==> config.mk <==
export PLATFORM = sky130hd
export DESIGN_NAME = disp_scan_refresh
export DESIGN_NICKNAME = d
export VERILOG_FILES = /design/src/rtl/scan_pkg.sv /design/src/rtl/scan_line_ctr.sv /design/src/rtl/scan_fetch_seq.sv /design/src/rtl/scan_row_asm.sv /design/src/rtl/disp_scan_refresh.sv
export SDC_FILE = /design/constraint.sdc
export NUM_CORES = 1
export LEC_CHECK = 0
export BUFFER_PORTS_ARGS = -buffer_cell sky130_fd_sc_hd__buf_2
export CORE_UTILIZATION = 45
export CTS_CLUSTER_DIAMETER = 100
export DETAILED_ROUTE_END_ITERATION = 8
export GPL_TIMING_DRIVEN = 0
export PLACE_DENSITY = 0.69
export SYNTH_ARGS = -nofsm -noshare
export SYNTH_HDL_FRONTEND = slang
export SYNTH_SLANG_ARGS = --single-unit
export TNS_END_PERCENT = 5
==> constraint.sdc <==
create_clock -name clk -period 2.2 [get_ports clk]
set_input_delay 0.22 -clock clk [delete_from_list [all_inputs] [get_ports clk]]
set_output_delay 0.22 -clock clk [all_outputs]
set_load 0.03 [all_outputs]
==> src/rtl/scan_pkg.sv <==
package scan_pkg;

  typedef enum logic {
    FS_IDLE  = 1'b0,
    FS_ISSUE = 1'b1
  } fetch_state_t;

endpackage

==> src/rtl/scan_line_ctr.sv <==
module scan_line_ctr #(
  parameter int NUM_LINES = 64,
  localparam int LINE_W = $clog2(NUM_LINES)
) (
  input  logic              clk,
  input  logic              rst_n,
  input  logic              frame,
  input  logic              line_en,
  input  logic [LINE_W-1:0] start_line,
  output logic [LINE_W-1:0] line_q
);

  localparam logic [LINE_W-1:0] TOP_LINE = LINE_W'(NUM_LINES - 1);

  always_ff @(posedge clk) begin
    if (!rst_n) begin
      line_q <= '0;
    end else if (frame) begin
      line_q <= start_line;
    end else if (line_en) begin
      line_q <= (line_q == TOP_LINE) ? '0 : line_q + 1'b1;
    end
  end

endmodule

==> src/rtl/scan_fetch_seq.sv <==
module scan_fetch_seq
  import scan_pkg::*;
#(
  parameter int NUM_COLS = 64,
  parameter int PAGE_W   = 3,
  localparam int COL_W = $clog2(NUM_COLS)
) (
  input  logic                    clk,
  input  logic                    rst_n,
  input  logic                    start,
  input  logic [PAGE_W-1:0]       page,
  output logic                    rd_valid,
  input  logic                    rd_ready,
  output logic [PAGE_W+COL_W-1:0] rd_addr,
  output logic                    cap_v,
  output logic [COL_W-1:0]        cap_col,
  output logic                    row_done
);

  localparam logic [COL_W-1:0] LAST_COL = COL_W'(NUM_COLS - 1);

  fetch_state_t     st_q;
  logic [COL_W-1:0] col_q;
  logic [COL_W-1:0] cap_col_q;
  logic             cap_q;
  logic             done_q;
  logic             accept;

  assign accept = (st_q == FS_ISSUE) && rd_ready;

  always_ff @(posedge clk) begin
    if (!rst_n) begin
      st_q      <= FS_IDLE;
      col_q     <= '0;
      cap_col_q <= '0;
      cap_q     <= 1'b0;
      done_q    <= 1'b0;
    end else begin
      done_q <= cap_q && (cap_col_q == LAST_COL) && !start;
      if (start) begin
        st_q  <= FS_ISSUE;
        col_q <= '0;
        cap_q <= 1'b0;
      end else begin
        cap_q <= accept;
        if (accept) begin
          cap_col_q <= col_q;
          if (col_q == LAST_COL) begin
            st_q <= FS_IDLE;
          end else begin
            col_q <= col_q + 1'b1;
          end
        end
      end
    end
  end

  assign rd_valid = (st_q == FS_ISSUE);
  assign rd_addr  = {page, col_q};
  assign cap_v    = cap_q;
  assign cap_col  = cap_col_q;
  assign row_done = done_q;

endmodule

==> src/rtl/scan_row_asm.sv <==
module scan_row_asm #(
  parameter int NUM_COLS = 64,
  parameter int BYTE_W   = 8,
  localparam int COL_W = $clog2(NUM_COLS),
  localparam int BIT_W = $clog2(BYTE_W)
) (
  input  logic                clk,
  input  logic                rst_n,
  input  logic                start,
  input  logic                col_rev,
  input  logic [BIT_W-1:0]    bit_sel,
  input  logic                cap_v,
  input  logic [COL_W-1:0]    cap_col,
  input  logic [BYTE_W-1:0]   rd_data,
  input  logic                row_done,
  output logic [NUM_COLS-1:0] row_q
);

  logic                rev_q;
  logic                pick;
  logic [NUM_COLS-1:0] shadow_q;

  always_ff @(posedge clk) begin
    if (!rst_n) begin
      rev_q <= 1'b0;
    end else if (start) begin
      rev_q <= col_rev;
    end
  end

  assign pick = rd_data[bit_sel];

  for (genvar k = 0; k < NUM_COLS; k++) begin : g_seg
    localparam logic [COL_W-1:0] FWD_COL = COL_W'(k);
    localparam logic [COL_W-1:0] REV_COL = COL_W'(NUM_COLS - 1 - k);
    logic hit;
    assign hit = cap_v && (cap_col == (rev_q ? REV_COL : FWD_COL));
    always_ff @(posedge clk) begin
      if (!rst_n) begin
        shadow_q[k] <= 1'b0;
      end else if (hit) begin
        shadow_q[k] <= pick;
      end
    end
  end

  always_ff @(posedge clk) begin
    if (!rst_n) begin
      row_q <= '0;
    end else if (row_done) begin
      row_q <= shadow_q;
    end
  end

endmodule

==> src/rtl/disp_scan_refresh.sv <==
module disp_scan_refresh #(
  parameter int NUM_COLS  = 64,
  parameter int NUM_LINES = 64,
  parameter int BYTE_W    = 8,
  localparam int LINE_W = $clog2(NUM_LINES),
  localparam int BIT_W  = $clog2(BYTE_W),
  localparam int PAGE_W = LINE_W - BIT_W,
  localparam int COL_W  = $clog2(NUM_COLS),
  localparam int ADDR_W = PAGE_W + COL_W
) (
  input  logic                clk,
  input  logic                rst_n,
  input  logic                line_en,
  input  logic                frame,
  input  logic [LINE_W-1:0]   start_line,
  input  logic                disp_on,
  input  logic                col_rev,
  output logic                rd_valid,
  input  logic                rd_ready,
  output logic [ADDR_W-1:0]   rd_addr,
  input  logic [BYTE_W-1:0]   rd_data,
  output logic [NUM_COLS-1:0] seg_o,
  output logic                seg_en
);

  logic [LINE_W-1:0]   line_q;
  logic                start;
  logic                cap_v;
  logic [COL_W-1:0]    cap_col;
  logic                row_done;
  logic [NUM_COLS-1:0] row_q;
  logic                disp_q;

  assign start = frame | line_en;

  scan_line_ctr #(.NUM_LINES(NUM_LINES)) u_line (
    .clk(clk), .rst_n(rst_n), .frame(frame), .line_en(line_en),
    .start_line(start_line), .line_q(line_q)
  );

  scan_fetch_seq #(.NUM_COLS(NUM_COLS), .PAGE_W(PAGE_W)) u_fetch (
    .clk(clk), .rst_n(rst_n), .start(start),
    .page(line_q[LINE_W-1:BIT_W]),
    .rd_valid(rd_valid), .rd_ready(rd_ready), .rd_addr(rd_addr),
    .cap_v(cap_v), .cap_col(cap_col), .row_done(row_done)
  );

  scan_row_asm #(.NUM_COLS(NUM_COLS), .BYTE_W(BYTE_W)) u_row (
    .clk(clk), .rst_n(rst_n), .start(start), .col_rev(col_rev),
    .bit_sel(line_q[BIT_W-1:0]), .cap_v(cap_v), .cap_col(cap_col),
    .rd_data(rd_data), .row_done(row_done), .row_q(row_q)
  );

  always_ff @(posedge clk) begin
    if (!rst_n) begin
      disp_q <= 1'b0;
    end else begin
      disp_q <= disp_on;
    end
  end

  assign seg_o  = disp_q ? row_q : '0;
  assign seg_en = disp_q;

endmodule

==> flow_metrics.tcl <==
set metrics [dict create \
    run_status "finished clean" \
    setup.worst_path.end_class "output port" \
    cts_made_buffers 17 \
    grt_util_all_layers_pct 23.61 \
    rows 43 \
    synth_nets 697 \
    post_synth.cell_area_avg_sq_um 9.742 \
    wl_um 16880 \
    finalHoldViolations 0 \
    drtPass1Iterations 5 \
    die_area_sq_um 15080 \
    synth-seq-cells 151 \
    ff_latch_area_sq_um 3023 \
    worstRegToRegCells 6 \
    yosys_warnings 0 \
    seq_area_frac_synth_pct 46.04 \
    initial_utilization_pct 46.76 \
    clkLatencyLatePin_ps 430 \
    max-cap-violations 0 \
    die_width_um 122.8 \
    worst_ep_required_time_ps 1980 \
    cp_data_arrival_time_ps 1870 \
    finalCritPeriodShare_pct 94.83 \
    nature_of_the_critical_path_startpoint "flip-flop" \
    fin_worst_skew_ps 7.798 \
    area_growth_syn_to_layout_pct 21.06 \
    grt_antenna_before_repair 0 \
    cts_sinks 151 \
    timing.hold.worst.class "in2reg" \
    hpwlAfterDp_um 11900 \
    clk_root_buffer_cell "sky130_fd_sc_hd__clkbuf_16" \
    count_of_distinct_cell_types_in_the_synthesized_netlist 41 \
    final_cell_mix "sky130_fd_sc_hd__dfxtp_1 (151), sky130_fd_sc_hd__buf_2 (111), sky130_fd_sc_hd__nor2_1 (84), sky130_fd_sc_hd__mux2i_1 (78), sky130_fd_sc_hd__and2_1 (66)" \
    slew-limit-headroom_pct 46.54 \
    drt_first_iter_violations 384 \
    finalWeightedCongestion 0.8544 \
    number_of_global_route_vias_before_repair 5235 \
    diodes 0 \
    fmax_ghz 0.4793 \
    multi_input_area_sq_um 3241 \
    h-tree-depth 4 \
    finalWorstPathRequiredPeriod_ps 2086 \
    numnets_final 811 \
    post-cts-setup-buffer-count 0 \
    worstPathMaxFanout 10 \
    finalSetupViolations 0 \
    ys_async_sr_fraction_pct 0 \
    critPathKind "reg2out" \
    dr_total_vias 5540 \
    route.antenna.remaining_nets 0 \
    clk_transition_reported_paths_ps 60 \
    design.core.area_sq_um 14040 \
    netlist_instances 674 \
    largest_net_degree_at_the_start_of_global_routing 17 \
    p_per_area_nw_per_um2 801.4 \
    pin_count 96 \
    final_layout_size_suffix_gt1_share_pct 23.47 \
    wire_per_inst_um 17.20 \
    grt-ovfl-total 0 \
    deepest_clock_path_buffer_count 2 \
    vdd_ir_drop_max_mv 0.6591 \
    drc_viols 0 \
    min_delay_path_depth 3 \
    tightest_slew_ps 801.9 \
    routed_via_density 5.647 \
    final_common_cell "sky130_fd_sc_hd__dfxtp_1" \
    fillCellCount 1224 \
    slew_viol_final 0 \
    synth_enable_flop_cells 0 \
    die_h_um 122.8 \
    grt_setup_unrepaired "no" \
    grt_first_pass_wirelength_um 26710 \
    clock_tree_from_tritoncts "done" \
    io_buffers 94 \
    ys.flop_type "sky130_fd_sc_hd__dfxtp_1" \
    setup_slack_ps 113.8 \
    synth_area_sq_um 6566 \
    power.leakage_uw 0.003014 \
    setup_tns_ps 0 \
    place_ws_ps 119.0 \
]
[Yosys cell counts (5+ instances only)]
cell                         n  area (sq um)
sky130_fd_sc_hd__and2_1     66         412.9
sky130_fd_sc_hd__buf_4       6         45.04
sky130_fd_sc_hd__nor2_1     84         315.3
sky130_fd_sc_hd__clkbuf_1   29         108.9
sky130_fd_sc_hd__a31oi_1    64         400.4
sky130_fd_sc_hd__xnor2_1     5         43.79
sky130_fd_sc_hd__a21oi_1     7         35.03
sky130_fd_sc_hd__a22oi_1    64         480.5
sky130_fd_sc_hd__nand3_1     9         45.04
sky130_fd_sc_hd__dfxtp_1   151          3023
sky130_fd_sc_hd__buf_2      17         85.08
sky130_fd_sc_hd__nand3b_1    7         52.55
sky130_fd_sc_hd__o22ai_2    15         187.7
sky130_fd_sc_hd__o21ai_0     5         25.02
sky130_fd_sc_hd__nand2_1    11         41.29
sky130_fd_sc_hd__mux2i_1    78         780.8
[repair_timing]
| item | CTS | global route |
|---|---|---|
| resized for setup | 1 | 2 |
| hold endpoints to repair | 1 | 0 |
| setup endpoints to repair | 60 | 8 |
| hold buffers | 1 | 0 |
[worst max-delay path: stages (launching register included)]
cell,delay [ps]
sky130_fd_sc_hd__dfxtp_1,330
sky130_fd_sc_hd__clkbuf_2,300
sky130_fd_sc_hd__clkbuf_1,370
sky130_fd_sc_hd__and2_1,230
sky130_fd_sc_hd__buf_2,210
[layer usage]
| layer | global-route usage (%) | up-vias | routed length [um] |
|---|---|---|---|
| met1 | 29.75 | 2643 | 7410 |
| met3 | 5.809 | 37 | 1035 |
| met5 | 0 | - | 0 |
| met2 | 37.46 | 176 | 7860 |
| met4 | 11.74 | 0 | 569 |
| li1 | - | 2684 | - |
[through the flow]
step           utilization, %  instance area, sq um  power [uW]  cells  hold slack, ps
3_3_place_gp            51.72                  7262        3096    948           433.4
2_1_floorplan               -                  6566        3006    674           347.3
3_5_place_dp            51.72                  7262        3106    948           431.3
4_1_cts                 56.60                  7948        6398    981           37.74
6_report                56.61                  7949        6370    981           41.63
5_1_grt                 56.61                  7949        6559    981           42.87
[report_power, final]
part           total (uW)  switching (uW)  internal, uW  leakage [uW]
logic                 291             208          82.4       0.00148
registers            2760            13.4          2750       0.00122
clock network        3320            1190          2130      0.000312
[state kept, by name, indices dropped and copies added, names as in the netlist]
signal and cells:
u_row.row_q 64, u_fetch.cap_col 6, seg_en 1, u_fetch.row_done 1, u_fetch.col_q 6, u_line.line_q 6, u_row.rev_q 1, u_fetch.rd_valid 1
u_row.shadow_q 64, u_fetch.cap_v 1
[kinds of logic after synthesis]
group / after synthesis / share of synthesized area [%]
AO/OA/AOI/OAI: 170 / 19.91
XOR/XNOR: 5 / 0.6669
adder cells (fa/ha/maj): 2 / 0.3810
buffers and inverters: 63 / 4.611
flip-flops: 151 / 46.04
multiplexers: 78 / 11.89
AND/OR/NAND/NOR: 205 / 16.50
[cell type report]
class	count	share of cell area, %
clock buffer	17	5.352
clock inverter	15	3.132
buffer	59	3.652
multi-input combinational	460	40.77
sequential	151	38.03
inverter	4	0.1889
timing repair buffer	95	6.044
tap	180	2.833
[worst paths after layout]
kind | startpoint | end | slack (ps)
worst min-delay path | start_line[2] | u_line.line_q[2] | 40
worst max-delay path | seg_en | seg_o[15] | 110
worst min register to register | u_row.row_q[25] | u_row.row_q[25] | 480
worst max register to register | u_line.line_q[0] | u_row.shadow_q[29] | 150
Note: power is estimated with default switching activity, not from simulation.
